## src/rtl/mesi_pkg.sv

```systemverilog
`timescale 1ns/1ps
package mesi_pkg;
  typedef enum logic [1:0] {
    ST_I = 2'd0,
    ST_S = 2'd1,
    ST_E = 2'd2,
    ST_M = 2'd3
  } line_st_t;

  typedef enum logic [1:0] {
    CMD_NONE = 2'd0,
    CMD_RD   = 2'd1,
    CMD_RDX  = 2'd2,
    CMD_WB   = 2'd3
  } bus_cmd_t;
endpackage

```

## src/rtl/mesi_tag_store.sv

```systemverilog
`timescale 1ns/1ps
module mesi_tag_store
  import mesi_pkg::*;
#(
  parameter int IDX_W = 3,
  parameter int TAG_W = 7
) (
  input  logic             clk,
  input  logic             rst_n,
  // read port for the processor side
  input  logic [IDX_W-1:0] ra_idx,
  output logic [TAG_W-1:0] ra_tag,
  output line_st_t         ra_st,
  // read port for the snoop side
  input  logic [IDX_W-1:0] rb_idx,
  output logic [TAG_W-1:0] rb_tag,
  output line_st_t         rb_st,
  // snoop-side state update
  input  logic             sw_en,
  input  logic [IDX_W-1:0] sw_idx,
  input  line_st_t         sw_st,
  // processor-side update, wins on the same index
  input  logic             rw_en,
  input  logic [IDX_W-1:0] rw_idx,
  input  logic [TAG_W-1:0] rw_tag,
  input  line_st_t         rw_st
);
  localparam int LINES = 1 << IDX_W;

  logic [LINES-1:0][1:0]       st_vec;
  logic [LINES-1:0][TAG_W-1:0] tag_vec;

  for (genvar g = 0; g < LINES; g++) begin : g_line
    logic [1:0]       st_r;
    logic [TAG_W-1:0] tag_r;
    always_ff @(posedge clk) begin
      if (!rst_n) begin
        st_r  <= ST_I;
        tag_r <= '0;
      end else if (rw_en && rw_idx == IDX_W'(g)) begin
        st_r  <= rw_st;
        tag_r <= rw_tag;
      end else if (sw_en && sw_idx == IDX_W'(g)) begin
        st_r  <= sw_st;
      end
    end
    assign st_vec[g]  = st_r;
    assign tag_vec[g] = tag_r;
  end

  assign ra_st  = line_st_t'(st_vec[ra_idx]);
  assign ra_tag = tag_vec[ra_idx];
  assign rb_st  = line_st_t'(st_vec[rb_idx]);
  assign rb_tag = tag_vec[rb_idx];
endmodule

```

## src/rtl/mesi_snoop_unit.sv

```systemverilog
`timescale 1ns/1ps
module mesi_snoop_unit
  import mesi_pkg::*;
#(
  parameter int N_CACHES = 4,
  parameter int ID_W     = 2,
  parameter int TAG_W    = 7
) (
  input  logic                snp_valid,
  input  logic [1:0]          snp_cmd,
  input  logic [ID_W-1:0]     snp_src,
  input  logic [TAG_W-1:0]    snp_tag,
  input  logic [ID_W-1:0]     cache_id,
  input  logic [TAG_W-1:0]    line_tag,
  input  line_st_t            line_st,
  input  logic [N_CACHES-1:0] shared_vec_in,
  output logic                present,
  output logic                flush,
  output logic                flush_dirty,
  output logic                upd_en,
  output line_st_t            upd_st
);
  logic [N_CACHES-1:0] lower_mask;
  logic                supplier;
  logic                hit;
  logic                rd_like;

  always_comb begin
    for (int i = 0; i < N_CACHES; i++) begin
      lower_mask[i] = (i < int'(cache_id));
    end
  end

  // lowest identity among the holders of a clean shared copy supplies it
  assign supplier = ((shared_vec_in & lower_mask) == '0);
  assign rd_like  = (snp_cmd == CMD_RD) || (snp_cmd == CMD_RDX);
  assign hit      = snp_valid && (snp_src != cache_id) && rd_like &&
                    (line_st != ST_I) && (line_tag == snp_tag);

  always_comb begin
    present     = hit;
    flush       = 1'b0;
    flush_dirty = 1'b0;
    upd_en      = hit;
    upd_st      = (snp_cmd == CMD_RDX) ? ST_I : ST_S;
    if (hit) begin
      unique case (line_st)
        ST_M: begin
          flush       = 1'b1;
          flush_dirty = 1'b1;
        end
        ST_E:    flush = 1'b1;
        ST_S:    flush = supplier;
        default: flush = 1'b0;
      endcase
    end
  end
endmodule

```

## src/rtl/mesi_req_ctrl.sv

```systemverilog
`timescale 1ns/1ps
module mesi_req_ctrl
  import mesi_pkg::*;
#(
  parameter int ADDR_W = 10,
  parameter int IDX_W  = 3,
  parameter int TAG_W  = 7
) (
  input  logic              clk,
  input  logic              rst_n,
  input  logic              cpu_req_valid,
  output logic              cpu_req_ready,
  input  logic              cpu_req_write,
  input  logic [ADDR_W-1:0] cpu_req_addr,
  output logic              cpu_resp_valid,
  output logic              cpu_resp_hit,
  input  logic              snp_valid,
  output logic [IDX_W-1:0]  rd_idx,
  input  logic [TAG_W-1:0]  line_tag,
  input  line_st_t          line_st,
  output logic              rw_en,
  output logic [IDX_W-1:0]  rw_idx,
  output logic [TAG_W-1:0]  rw_tag,
  output line_st_t          rw_st,
  output logic              bus_req,
  input  logic              bus_gnt,
  output logic              bus_cmd_valid,
  output bus_cmd_t          bus_cmd,
  output logic [ADDR_W-1:0] bus_addr,
  input  logic              shared_any
);
  typedef enum logic {RQ_IDLE = 1'b0, RQ_BUS = 1'b1} rq_state_t;

  rq_state_t         fsm_q, fsm_d;
  logic [ADDR_W-1:0] addr_q, cur_addr;
  logic              wr_q, cur_wr;
  logic [IDX_W-1:0]  cur_idx;
  logic [TAG_W-1:0]  cur_tag;
  logic              tag_hit, accept, done, done_hit;
  logic              resp_v_q, resp_hit_q;

  always_comb begin
    cur_addr      = (fsm_q == RQ_IDLE) ? cpu_req_addr : addr_q;
    cur_wr        = (fsm_q == RQ_IDLE) ? cpu_req_write : wr_q;
    cur_idx       = cur_addr[IDX_W-1:0];
    cur_tag       = cur_addr[ADDR_W-1:IDX_W];
    tag_hit       = (line_st != ST_I) && (line_tag == cur_tag);
    cpu_req_ready = (fsm_q == RQ_IDLE) && !snp_valid;
    accept        = cpu_req_ready && cpu_req_valid;
    rd_idx        = cur_idx;
    rw_idx        = cur_idx;
    rw_en         = 1'b0;
    rw_tag        = line_tag;
    rw_st         = line_st;
    fsm_d         = fsm_q;
    bus_req       = (fsm_q == RQ_BUS);
    bus_cmd_valid = 1'b0;
    bus_cmd       = CMD_NONE;
    bus_addr      = cur_addr;
    done          = 1'b0;
    done_hit      = 1'b0;
    if (accept) begin
      if (tag_hit && (!cur_wr || line_st == ST_M || line_st == ST_E)) begin
        done     = 1'b1;
        done_hit = 1'b1;
        if (cur_wr) begin
          rw_en = 1'b1;
          rw_st = ST_M;
        end
      end else begin
        fsm_d = RQ_BUS;
      end
    end else if (fsm_q == RQ_BUS && bus_gnt) begin
      bus_cmd_valid = 1'b1;
      if (line_st == ST_M && !tag_hit) begin
        // dirty victim leaves first, the fill needs another grant
        bus_cmd  = CMD_WB;
        bus_addr = {line_tag, cur_idx};
        rw_en    = 1'b1;
        rw_st    = ST_I;
      end else begin
        bus_cmd = cur_wr ? CMD_RDX : CMD_RD;
        rw_en   = 1'b1;
        rw_tag  = cur_tag;
        rw_st   = cur_wr ? ST_M : (shared_any ? ST_S : ST_E);
        done    = 1'b1;
        fsm_d   = RQ_IDLE;
      end
    end
  end

  always_ff @(posedge clk) begin
    if (!rst_n) begin
      fsm_q      <= RQ_IDLE;
      addr_q     <= '0;
      wr_q       <= 1'b0;
      resp_v_q   <= 1'b0;
      resp_hit_q <= 1'b0;
    end else begin
      fsm_q      <= fsm_d;
      resp_v_q   <= done;
      resp_hit_q <= done_hit;
      if (accept) begin
        addr_q <= cpu_req_addr;
        wr_q   <= cpu_req_write;
      end
    end
  end

  assign cpu_resp_valid = resp_v_q;
  assign cpu_resp_hit   = resp_hit_q;

  assert_breq_hold_R10: assert property (@(posedge clk) disable iff (!rst_n)
    (bus_req && !bus_gnt) |=> bus_req);

  assert_miss_follows_fill_R2: assert property (@(posedge clk) disable iff (!rst_n)
    (cpu_resp_valid && !cpu_resp_hit) |-> ($past(bus_cmd_valid) && $past(bus_cmd) != CMD_WB));

  assert_wb_then_fill_R8: assert property (@(posedge clk) disable iff (!rst_n)
    (bus_cmd_valid && bus_cmd == CMD_WB) |=> (bus_req && !cpu_resp_valid));

  assert_busy_not_ready_R11: assert property (@(posedge clk) disable iff (!rst_n)
    bus_req |-> !cpu_req_ready);
endmodule

```

## src/rtl/mesi_line_ctrl.sv

```systemverilog
`timescale 1ns/1ps
module mesi_line_ctrl
  import mesi_pkg::*;
#(
  parameter int N_CACHES = 4,
  parameter int ADDR_W   = 10,
  parameter int IDX_W    = 3,
  localparam int ID_W    = $clog2(N_CACHES),
  localparam int TAG_W   = ADDR_W - IDX_W
) (
  input  logic                clk,
  input  logic                rst_n,
  input  logic [ID_W-1:0]     cache_id,
  input  logic                cpu_req_valid,
  output logic                cpu_req_ready,
  input  logic                cpu_req_write,
  input  logic [ADDR_W-1:0]   cpu_req_addr,
  output logic                cpu_resp_valid,
  output logic                cpu_resp_hit,
  output logic                bus_req,
  input  logic                bus_gnt,
  output logic                bus_cmd_valid,
  output logic [1:0]          bus_cmd,
  output logic [ADDR_W-1:0]   bus_addr,
  input  logic                snp_valid,
  input  logic [1:0]          snp_cmd,
  input  logic [ADDR_W-1:0]   snp_addr,
  input  logic [ID_W-1:0]     snp_src,
  input  logic [N_CACHES-1:0] shared_vec_in,
  output logic [N_CACHES-1:0] shared_vec_out,
  output logic                flush_valid,
  output logic                flush_dirty
);
  logic [N_CACHES-1:0] own_bit;
  logic                shared_any;
  logic [IDX_W-1:0]    ra_idx, rw_idx;
  logic [TAG_W-1:0]    ra_tag, rb_tag, rw_tag;
  line_st_t            ra_st, rb_st, rw_st, sw_st;
  logic                rw_en, sw_en, present;
  bus_cmd_t            cmd_int;

  assign own_bit    = {{(N_CACHES-1){1'b0}}, 1'b1} << cache_id;
  assign shared_any = |(shared_vec_in & ~own_bit);

  mesi_tag_store #(.IDX_W(IDX_W), .TAG_W(TAG_W)) u_store (
    .clk    (clk),
    .rst_n  (rst_n),
    .ra_idx (ra_idx),
    .ra_tag (ra_tag),
    .ra_st  (ra_st),
    .rb_idx (snp_addr[IDX_W-1:0]),
    .rb_tag (rb_tag),
    .rb_st  (rb_st),
    .sw_en  (sw_en),
    .sw_idx (snp_addr[IDX_W-1:0]),
    .sw_st  (sw_st),
    .rw_en  (rw_en),
    .rw_idx (rw_idx),
    .rw_tag (rw_tag),
    .rw_st  (rw_st)
  );

  mesi_snoop_unit #(.N_CACHES(N_CACHES), .ID_W(ID_W), .TAG_W(TAG_W)) u_snoop (
    .snp_valid     (snp_valid),
    .snp_cmd       (snp_cmd),
    .snp_src       (snp_src),
    .snp_tag       (snp_addr[ADDR_W-1:IDX_W]),
    .cache_id      (cache_id),
    .line_tag      (rb_tag),
    .line_st       (rb_st),
    .shared_vec_in (shared_vec_in),
    .present       (present),
    .flush         (flush_valid),
    .flush_dirty   (flush_dirty),
    .upd_en        (sw_en),
    .upd_st        (sw_st)
  );

  mesi_req_ctrl #(.ADDR_W(ADDR_W), .IDX_W(IDX_W), .TAG_W(TAG_W)) u_req (
    .clk            (clk),
    .rst_n          (rst_n),
    .cpu_req_valid  (cpu_req_valid),
    .cpu_req_ready  (cpu_req_ready),
    .cpu_req_write  (cpu_req_write),
    .cpu_req_addr   (cpu_req_addr),
    .cpu_resp_valid (cpu_resp_valid),
    .cpu_resp_hit   (cpu_resp_hit),
    .snp_valid      (snp_valid),
    .rd_idx         (ra_idx),
    .line_tag       (ra_tag),
    .line_st        (ra_st),
    .rw_en          (rw_en),
    .rw_idx         (rw_idx),
    .rw_tag         (rw_tag),
    .rw_st          (rw_st),
    .bus_req        (bus_req),
    .bus_gnt        (bus_gnt),
    .bus_cmd_valid  (bus_cmd_valid),
    .bus_cmd        (cmd_int),
    .bus_addr       (bus_addr),
    .shared_any     (shared_any)
  );

  assign bus_cmd        = cmd_int;
  assign shared_vec_out = present ? own_bit : '0;

  assert_flush_has_presence_R7: assert property (@(posedge clk) disable iff (!rst_n)
    flush_valid |-> (shared_vec_out == own_bit));

  assert_hit_quiet_R4: assert property (@(posedge clk) disable iff (!rst_n)
    (cpu_resp_valid && cpu_resp_hit) |-> !$past(bus_cmd_valid));

  assert_presence_onehot_R5: assert property (@(posedge clk) disable iff (!rst_n)
    $onehot0(shared_vec_out));
endmodule

```

## config.mk

```make
export PLATFORM = sky130hd
export DESIGN_NAME = mesi_line_ctrl
export DESIGN_NICKNAME = d
export VERILOG_FILES = /design/src/rtl/mesi_pkg.sv /design/src/rtl/mesi_tag_store.sv /design/src/rtl/mesi_snoop_unit.sv /design/src/rtl/mesi_req_ctrl.sv /design/src/rtl/mesi_line_ctrl.sv
export SDC_FILE = /design/constraint.sdc
export NUM_CORES = 1
export LEC_CHECK = 0
export ABC_AREA = 1
export BUFFER_PORTS_ARGS = -buffer_cell sky130_fd_sc_hd__buf_4
export CELL_PAD_IN_SITES_DETAIL_PLACEMENT = 0
export CELL_PAD_IN_SITES_GLOBAL_PLACEMENT = 1
export CORE_AREA = 2 2 134 110
export DETAILED_ROUTE_END_ITERATION = 6
export DIE_AREA = 0 0 136 112
export PLACE_DENSITY = 0.86
export SLEW_MARGIN = 20
export SYNTH_ARGS = -nofsm -noshare
export SYNTH_HDL_FRONTEND = slang
export SYNTH_SLANG_ARGS = --single-unit
```

## constraint.sdc

```tcl
create_clock -name clk -period 2.8 [get_ports clk]
set_input_delay 0 -clock clk [delete_from_list [all_inputs] [get_ports clk]]
set_output_delay 0 -clock clk [all_outputs]
set_load 0.02 [all_outputs]
```

==> impl_metrics.yaml, run 1 <==
run_status:
  status: "finished with violations"
  failed_checks: "setup timing"
detailed_routing:
  vias: 6746
  drt-initial-drc-count: 742
  firstDrtPassIters: 5
  final_antenna_net_count: 0
  routed_wl_microns: 21900
  drc_errors: 0
  routedWlPerCell_microns: 17.8
  avgViaCountPerCell: 5.46
sta:
  finalCritPeriodShare: 1.04
  fmax_mhz: 345
  layout_setup_ws_ns: -0.101
  drv_slew: 0
  slew_headroom: 0.311
  finalHoldViolations: 0
  worstMarginPinSlew_ns: 1.03
  fin_worst_skew_ns: 0.0115
  post-route-min-period_ns: 2.90
  rsz0062_at_grt: "yes"
  setup_viol: 52
clock_tree:
  tritoncts: "built"
  cts_max_level: 3
  cts_root_buf: "clkbuf_16"
  clock-sinks: 86
  numCtsBuffers: 9
  clock_path_buffers: 2
  clock_latency_ns: 0.35
  clk_pin_slew_ns: 0.07
place:
  dp_hpwl_microns: 13600
  place_congestion: 0.892
  place_ws_ns: 0.0421
  port_buffers: 58
  dp.cells: 1161
yosys:
  synth_cell_type_count: 39
  seq_area_frac_synth: 0.302
  syn-instance-count: 920
  synth_area_leader_cell: "dfxtp_1"
  netlist_top_cells_area: "dfxtp_1 30%, nand2_1 19%, nand3_1 7.3%, inv_1 7.2%, a21oi_1 6.0%"
  yosysWarningCount: 0
  netlist_area_sq_um: 5700
  netlist.area_leader.share: 0.302
  synth_area_per_cell_sq_um: 6.19
  ys_ff_latch: 86
  syn_nets: 957
worst_setup_path:
  cp_data_required_time_ns: 3.09
  crit_arrival_ns: 3.19
  worst_path_largest_cell_delay_ns: 0.33
  r2r_slack_ns: -0.10
  path_class: "reg2reg"
  worst_r2r_startpoint: "u_req.bus_req$_SDFFE_PN0P_"
  crit_fanout: 8
  crit_chain: "buf_6, inv_4, nand2_4, nand2_8, clkbuf_16, nand2_1, nand2_2, nand2_2, nand3_2, nand2_2, nand2_2, nand2_2, nor2_1, nand2_1, nor2_4, buf_6, nand4_4, nand2_8, nand2_8, buf_12, a21oi_2, o21a_1"
  r2r-end: "u_store.g_line[5].tag_r[0]$_SDFFE_PN0P_"
  critPathMostFrequentCell: "nand2_2"
  slowest_stage: "dfxtp_2"
  end_kind: "flop"
  worst_setup_path_start_kind: "flop"
  reg2reg_depth: 22
final_layout:
  final_cell_mix: "237 x nand2_1, 103 x buf_4, 102 x inv_1"
  regArea_sq_um: 1720
  n_fill_cell: 1301
  fin_nets: 1083
  area_growth_pct: 44.3
  multi_input_area_sq_um: 3880
  final_cells: 1235
  final_common_cell: "nand2_1"
  n_antenna_cell: 0
  drive_gt1_frac: 0.293
hold_path:
  hp-start: "cpu_req_valid"
  hp-class: "in2reg"
  hold_depth: 3
  hold_end: "u_req.addr_q[0]$_SDFFE_PN0P_"
grt:
  grt_start_max_net_pins: 67
  track_usage: 0.261
  globalRouteMet1Util: 0.368
  antenna_found_initial: 0
  grt.busiest_layer: "met2"
  met2_usage: 0.404
  grt_pass1_vias: 5962
  gr-total-overflow: 0
  grt_use_met3: 0.0433
  grt_pass1_wl_microns: 31000
floorplanning:
  initial_utilization: 0.408
  die_w_microns: 136
  core_area_sq_um: 14000
  rows: 39
  num_io_pins: 59
  die_y_microns: 112
  dieArea_sq_um: 15200
job:
  drv_cap: 0
pwr:
  ir_drop_mv: 0.363
  p_leak_nw: 3.63
  power_density_nw_per_um2: 475
## how the worst max path moves through the flow
stage	startpoint	endpoint	slack, ns
CTS	u_req.bus_req$_SDFFE_PN0P_	bus_addr[4]	0.004
finish	u_req.bus_req$_SDFFE_PN0P_	u_store.g_line[5].tag_r[0]$_SDFFE_PN0P_	-0.10
floorplan	u_req.bus_req$_SDFFE_PN0P_	bus_addr[8]	0.22
global route	u_req.bus_req$_SDFFE_PN0P_	u_store.g_line[5].st_r[0]$_SDFFE_PN0P_	-0.25
global placement	u_req.bus_req$_SDFFE_PN0P_	u_store.g_line[2].st_r[0]$_SDFFE_PN0P_	0.06
detailed placement	u_req.bus_req$_SDFFE_PN0P_	u_store.g_line[7].tag_r[2]$_SDFFE_PN0P_	0.04
## synth_stat cells
master	count
a21oi_1	68
inv_2	4
o21ai_1	25
nor2_1	67
nand4_1	5
nand2_1	282
nand3b_1	3
buf_2	12
ha_1	1
clkbuf_1	15
dfxtp_1	86
or2_2	1
o22ai_1	3
nand4_4	1
o221ai_1	6
a221oi_1	1
o21ai_0	57
o21ai_4	1
nor3_1	5
xor2_1	2
xnor2_1	3
buf_6	9
inv_1	109
nand2_2	5
clkinv_1	3
o211ai_2	2
nor2_4	1
buf_1	2
o2111ai_1	5
a21oi_2	2
nand3_2	4
buf_4	7
nand2_4	11
o21ai_2	6
o21a_1	2
nand2_8	1
inv_4	1
a22oi_1	19
nand3_1	83
## cell families (layout without fill, tap and decap cells)
group / count (synthesis) / in the layout / synth area share
XOR/XNOR: 5 / 5 / 0.00769
AND/OR/NAND/NOR: 469 / 473 / 0.361
flip-flops: 86 / 86 / 0.302
AO/OA/AOI/OAI: 197 / 197 / 0.201
buffers and inverters: 162 / 289 / 0.126
adder cells (fa/ha/maj): 1 / 1 / 0.00220
## state kept, by name, indices dropped and copies added, names as in the netlist
name                  count
u_req.addr_q             10
u_req.bus_req             1
u_req.cpu_resp_hit        1
u_req.cpu_resp_valid      1
u_req.wr_q                1
u_store.g_line.st_r      16
u_store.g_line.tag_r     56
## stage by stage
stage                     power [mW]   util  TNS, ns  hold WS, ns  cell area, sq um
final                           3.91  0.589    -2.38       0.0744              8220
after global routing            4.05  0.589   -11.95       0.0961              8220
after CTS                       3.62  0.511        0       0.0565              7130
after detailed placement        2.13  0.466        0        0.257              6500
after global placement          2.13  0.466        0        0.251              6500
after floorplan                 1.81      -        0       0.0822              5700
## power by group
group          total [mW]  internal [mW]  switching [mW]
registers            1.26           1.25          0.0155
clock network        1.44          0.884           0.560
logic                1.20          0.480           0.718
## layer usage
metal  vias up  routed length [microns]
li1       3259                        -
met1      3112                     9280
met2       326                     9700
met3        49                     2220
met4         0                      743
met5         -                        0
## worst max-delay path: cells and delay by family, from the launching register on
family / cells / cell delay [ns]
AND/OR/NAND/NOR: 15 / 1.57
AO/OA/AOI/OAI: 2 / 0.25
buffers and inverters: 5 / 0.67
flip-flops: 1 / 0.33
## layout make-up
cell class	instances	area share
multi-input cells	676	0.471
flip-flops and latches	86	0.210
repair buffers	156	0.189
inverters	117	0.0590
well taps	184	0.0280
clock buffers	9	0.0274
clock inverters	7	0.0152
## timing repair
| item | 4_1_cts | 5_1_grt |
|---|---|---|
| buffers inserted | 7 | 29 |
| setup endpoints to repair | 7 | 79 |
| cloned | 1 | 10 |
| resized for setup | 26 | 168 |
| pin swaps | 3 | 48 |
| hold buffers | 11 | 0 |
| hold endpoints to repair | 11 | 0 |
No activity file was read; power rests on OpenSTA's default activity.
==> run 2: changes to the inputs <==
--- a/config.mk
+++ b/config.mk
@@ -13,6 +13,7 @@
 export DETAILED_ROUTE_END_ITERATION = 6
 export DIE_AREA = 0 0 136 112
 export PLACE_DENSITY = 0.86
+export SKIP_LAST_GASP = 1
 export SLEW_MARGIN = 20
 export SYNTH_ARGS = -nofsm -noshare
 export SYNTH_HDL_FRONTEND = slang
==> run 2 against run 1 <==
Net effect:
- the flow still finishes with violations (setup timing)
- highest routed layer unchanged
- fmax fell by 0.27%
- final cell count unchanged
- via count grew 2.4%
- critical path type unchanged
- clock power hardly changed
- sequential power is essentially flat
- clock-buffer cell count did not move
==> impl_metrics.yaml, run 2 (synthesis results as in run 1) <==
sta:
  post-route-min-period_ns: 2.91
  layout_setup_ws_ns: -0.109
  slew_headroom: 0.311
  setup_viol: 70
  drv_slew: 0
  whs_ns: 0.0741
  finalHoldViolations: 0
  worstMarginPinSlew_ns: 1.03
  finalCritPeriodShare: 1.04
  fmax_mhz: 344
  fin_worst_skew_ns: 0.0125
  rsz0062_at_grt: "yes"
floorplanning:
  die_w_microns: 136
  dieArea_sq_um: 15200
  num_io_pins: 59
  core_area_sq_um: 14000
  initial_utilization: 0.408
  die_y_microns: 112
  rows: 39
worst_setup_path:
  reg2reg_depth: 21
  cp_data_required_time_ns: 3.04
  worstSetupEndpoint: "u_store.g_line[1].tag_r[1]$_SDFFE_PN0P_"
  r2r_slack_ns: -0.11
  path_class: "reg2reg"
  r2r-end: "u_store.g_line[1].tag_r[1]$_SDFFE_PN0P_"
  end_kind: "flop"
  crit_fanout: 8
  worst_setup_path_start_kind: "flop"
  worst_r2r_startpoint: "u_req.bus_req$_SDFFE_PN0P_"
  crit_arrival_ns: 3.15
  crit_start: "u_req.bus_req$_SDFFE_PN0P_"
grt:
  gr-total-overflow: 0
  antenna_found_initial: 0
  grt.busiest_layer: "met2"
  grt_pass1_vias: 5950
  grt_pass1_wl_microns: 30900
  track_usage: 0.261
  grt_start_max_net_pins: 67
  grt_use_met3: 0.0433
  globalRouteMet1Util: 0.368
  met2_usage: 0.403
place:
  port_buffers: 58
  place_congestion: 0.892
  dp_hpwl_microns: 13600
hold_path:
  hp-class: "in2reg"
  hold_depth: 3
clock_tree:
  cts_root_buf: "clkbuf_16"
  clock_path_buffers: 2
  tritoncts: "built"
  numCtsBuffers: 9
  cts_max_level: 3
  clock-sinks: 86
  clock_latency_ns: 0.35
  clk_pin_slew_ns: 0.07
final_layout:
  area_growth_pct: 44.0
  largest_reg_flops: 56
  n_antenna_cell: 0
  final_common_cell: "nand2_1"
  final_cell_mix: "236 x nand2_1, 104 x buf_4, 103 x inv_1"
  fin_nets: 1083
  reg.largest.list: "u_store.g_line.tag_r (56), u_store.g_line.st_r (16), u_req.addr_q (10)"
  regMostFlops: "u_store.g_line.tag_r"
  drive_gt1_frac: 0.300
detailed_routing:
  routed_wl_microns: 22400
  drt-initial-drc-count: 799
  vias: 6908
  drc_errors: 0
  final_antenna_net_count: 0
  routedWlPerCell_microns: 18.1
  avgViaCountPerCell: 5.59
  firstDrtPassIters: 5
pwr:
  power_density_nw_per_um2: 474
  p_leak_nw: 3.64
  ir_drop_mv: 0.450
  power_mw: 3.89
run_status:
  failed_checks: "setup timing"
  status: "finished with violations"
job:
  drv_cap: 0
[run 2: changes by cell type in the layout (fill, tap and decap cells not counted), moves of 3 or more]
| cell | change |
|---|---|
| nand2_4 | +3 |
| o21ai_1 | -14 |
| a21oi_1 | -4 |
| inv_6 | +3 |
| nor2_1 | +4 |
| o21ai_2 | +5 |
| a21oi_2 | +4 |
| o21ai_0 | +8 |
| nor2_4 | -3 |
[run 2: timing repair]
item,CTS,global route
setup endpoints to repair,7,79
hold buffers,11,0
buffers inserted,7,25
cloned,1,14
resized for setup,22,161
pin swaps,3,29
hold endpoints to repair,11,0
[run 2: final cells by class]
cell class / instances / area, sq um
Multi-Input combinational cell: 681 / 3950
Sequential cell: 86 / 1720
Timing Repair Buffer: 151 / 1470
Clock buffer: 9 / 225
Tap cell: 184 / 230
Clock inverter: 7 / 125
Fill cell: 1304 / 5750
Inverter: 117 / 483
[run 2: per-layer routing]
metal  wire [microns]  vias to the layer above  share of wire
li1                 -                     3262              -
met3             2010                       60          0.090
met1             9510                     3251           0.43
met2            10000                      335           0.45
met5                0                        -              0
met4              808                        0          0.036
[run 2: how the worst min path moves through the flow]
stage | startpoint | end | slack (ns)
6_report | cpu_req_valid | u_req.addr_q[0]$_SDFFE_PN0P_ | 0.07
5_1_grt | cpu_req_valid | u_req.addr_q[0]$_SDFFE_PN0P_ | 0.1
4_1_cts | cpu_req_valid | u_req.addr_q[0]$_SDFFE_PN0P_ | 0.06
3_5_place_dp | cpu_req_addr[5] | u_req.addr_q[5]$_SDFFE_PN0P_ | 0.26
3_3_place_gp | cpu_req_write | u_req.wr_q$_SDFFE_PN0P_ | 0.25
2_1_floorplan | snp_valid | cpu_req_ready | 0.08
[run 2: critical path, cell delays in order (launching register included)]
cell	delay (ns)
dfxtp_2	0.35
buf_6	0.13
inv_4	0.04
nand2_4	0.08
nand2_8	0.13
clkbuf_16	0.20
o21ai_2	0.12
nand2_1	0.09
nand3_2	0.11
nand2_2	0.08
nand2_2	0.07
nand2_2	0.07
nor2_4	0.11
nand2_2	0.07
nor2_4	0.13
buf_6	0.13
nand4_4	0.18
nand2_8	0.23
buf_6	0.15
nand2_8	0.10
nor2_1	0.15
nor2_1	0.05
[run 2: through the flow]
stage,area (sq um),worst slack [ns],setup TNS (ns),instances,utilization
2_1_floorplan,5700,0.218,0,920,-
3_5_place_dp,6500,0.0421,0,1161,0.466
4_1_cts,7130,-0.0282,-0.236,1196,0.511
3_3_place_gp,6500,0.0551,0,1161,0.466
5_1_grt,8210,-0.291,-15.14,1235,0.588
6_report,8210,-0.109,-4.14,1235,0.588
[run 2: power by group]
part	total [mW]	leakage, nW	switching, mW	internal, mW
combinational	1.17	2.78	0.716	0.454
clock	1.45	0.171	0.568	0.885
sequential	1.26	0.696	0.0154	1.25
total	3.89	3.64	1.30	2.59
==> run 3: changes to the inputs <==
--- a/config.mk
+++ b/config.mk
@@ -13,6 +13,7 @@
 export DETAILED_ROUTE_END_ITERATION = 6
 export DIE_AREA = 0 0 136 112
 export PLACE_DENSITY = 0.86
+export RECOVER_POWER = 100
 export SKIP_LAST_GASP = 1
 export SLEW_MARGIN = 20
 export SYNTH_ARGS = -nofsm -noshare
==> constraint.sdc (replaced) <==
create_clock -name clk -period 2.8 [get_ports clk]
set_input_delay 0.28 -clock clk [delete_from_list [all_inputs] [get_ports clk]]
set_output_delay 0.28 -clock clk [all_outputs]
set_load 0.02 [all_outputs]
==> run 3 against run 2 <==
Net effect:
- the flow still finishes with violations (setup timing)
- hold slack improved by 0.12 ns
- first-iteration DRC count decreased by 19%
- non-clock buffer count grew 2
- clock skew fell by 0.00080 ns
- via count decreased by 1.7%
- sequential cell count is the same
- critical path depth rose by 1
- die area did not move
- largest power group unchanged
==> impl_metrics.yaml, run 3 (synthesis results as in run 1) <==
sta:
  fmax_mhz: 329
  post-route-min-period_ns: 3.04
  drv_slew: 0
  whs_ns: 0.189
  worstMarginPinSlew_ns: 0.995
  setup_viol: 71
  slew_headroom: 0.336
  fin_worst_skew_ns: 0.0117
  rsz0062_at_grt: "yes"
  finalHoldViolations: 0
  layout_setup_ws_ns: -0.244
  finalCritPeriodShare: 1.09
worst_setup_path:
  cp_num_buf_inv: 6
  crit_fanout: 8
  cp_top_family: "simple AND/OR/NAND/NOR gates"
  worst_setup_path_start_kind: "flop"
  crit_chain: "buf_12, clkinv_8, nand2_8, nand2_8, clkbuf_16, nand2_2, nand2_1, nand2_1, nand3_2, nand2_2, nand2_2, nand2_1, inv_1, nand2_2, nor2_2, nand2_1, nand2_2, nand2_4, clkinvlp_4, nand2_2, o221ai_2, buf_4"
  critPathMostFrequentCell: "nand2_2"
  end_kind: "output port"
  slowest_stage: "dfxtp_2"
  worst_path_largest_cell_delay_ns: 0.34
  cp_data_required_time_ns: 2.52
  crit_arrival_ns: 2.76
  path_class: "reg2out"
final_layout:
  largest_reg_flops: 56
  utilization: 0.599
  area_growth_pct: 46.7
  reg.largest.list: "u_store.g_line.tag_r (56), u_store.g_line.st_r (16), u_req.addr_q (10)"
  n_fill_cell: 1339
  regArea_sq_um: 1720
  n_antenna_cell: 0
  multi_input_area_sq_um: 4070
  final_common_cell: "nand2_1"
  regMostFlops: "u_store.g_line.tag_r"
  final_cells: 1236
  final_cell_mix: "216 x nand2_1, 112 x buf_4, 102 x inv_1"
  drive_gt1_frac: 0.349
  fin_nets: 1084
place:
  port_buffers: 58
  place_ws_ns: -0.00163
  dp_hpwl_microns: 13700
  place_congestion: 0.858
  dp.cells: 1179
clock_tree:
  postCtsHoldBufs: 0
  clock-sinks: 86
  clock_path_buffers: 2
  numCtsBuffers: 9
  tritoncts: "built"
  clk_pin_slew_ns: 0.07
  cts_root_buf: "clkbuf_16"
  cts_max_level: 3
  clock_latency_ns: 0.35
pwr:
  p_leak_nw: 3.70
  p_int_mw: 2.52
  power_mw: 3.82
  power_frac_seq: 0.332
  p_sw_frac: 0.341
  pwr-share-clk: 0.350
  p_sw_mw: 1.30
  combinationalPowerShare: 0.319
  ir_drop_mv: 0.338
  power_density_nw_per_um2: 456
detailed_routing:
  avgViaCountPerCell: 5.50
  drt-initial-drc-count: 650
  firstDrtPassIters: 5
  final_antenna_net_count: 0
  drc_errors: 0
  routedWlPerCell_microns: 17.5
  vias: 6792
  routed_wl_microns: 21700
grt:
  grt_pass1_vias: 5901
  antenna_found_initial: 0
  track_usage: 0.258
  grt_pass1_wl_microns: 30800
  grt_start_max_net_pins: 55
  gr-total-overflow: 0
run_status:
  failed_checks: "setup timing"
  status: "finished with violations"
hold_path:
  hp-class: "in2reg"
floorplanning:
  num_io_pins: 59
  die_w_microns: 136
  die_y_microns: 112
  dieArea_sq_um: 15200
  core_area_sq_um: 14000
  rows: 39
  initial_utilization: 0.408
job:
  drv_cap: 0
-- run 3: cell types whose count changed in the layout (fill, tap and decap cells not counted), sizes merged --
cell / delta
buf: +13
dlygate4sd3: -11
inv: -4
clkinv: +3
clkinvlp: +2
nand2: -2
bufinv: -1
clkbuf: +1
-- run 3: timing repair --
item,in CTS,in global routing
hold endpoints to repair,0,0
endpoints found under the setup margin,12,82
gates cloned,2,11
setup buffers,9,20
resized for setup,29,215
pin swaps,4,71
-- run 3: final timing paths --
kind | startpoint | end | slack, ns | cells after the start
worst max-delay path | u_req.bus_req$_SDFFE_PN0P_ | bus_addr[6] | -0.24 | 22
worst min-delay path | cpu_req_addr[9] | u_req.addr_q[9]$_SDFFE_PN0P_ | 0.19 | 3
worst max register to register | u_req.bus_req$_SDFFE_PN0P_ | u_store.g_line[0].tag_r[5]$_SDFFE_PN0P_ | -0.23 | 26
worst min register to register | u_store.g_line[5].tag_r[2]$_SDFFE_PN0P_ | u_store.g_line[5].tag_r[2]$_SDFFE_PN0P_ | 0.48 | 2
-- run 3: power by group through the flow --
| stage | logic, mW | registers [mW] | clock network (mW) |
|---|---|---|---|
| floorplan | 0.526 | 1.29 | 0 |
| global placement | 0.877 | 1.29 | 0 |
| detailed placement | 0.879 | 1.29 | 0 |
| CTS | 0.935 | 1.26 | 1.34 |
| global route | 1.30 | 1.27 | 1.41 |
| finish | 1.22 | 1.26 | 1.33 |
-- run 3: cell type report --
class,count,area share
repair inverters,1,0.000898
clock buffers,10,0.0274
well taps,184,0.0275
repair buffers,153,0.178
inverters,117,0.0614
flip-flops and latches,86,0.206
multi-input cells,679,0.487
clock inverters,6,0.0112
-- run 3: tightest hold or removal path: cells and delay by family --
kind	cells	cell delay, ns
buf+inv	2	0.12
compound gates	1	0.11
-- run 3: routing by layer --
metal  global-route usage  part of all wire  up-vias
li1                     -                 -     3255
met1                0.359              0.44     3143
met2                0.401              0.45      335
met5                    0                 0        -
met3               0.0501             0.080       59
met4               0.0840             0.030        0
-- run 3: through the flow --
step / instance area, sq um / TNS, ns
floorplan: 5700 / 0
global placement: 6690 / 0
detailed placement: 6690 / -0.00163
CTS: 7230 / -2.19
global route: 8360 / -23.03
finish: 8360 / -8.90
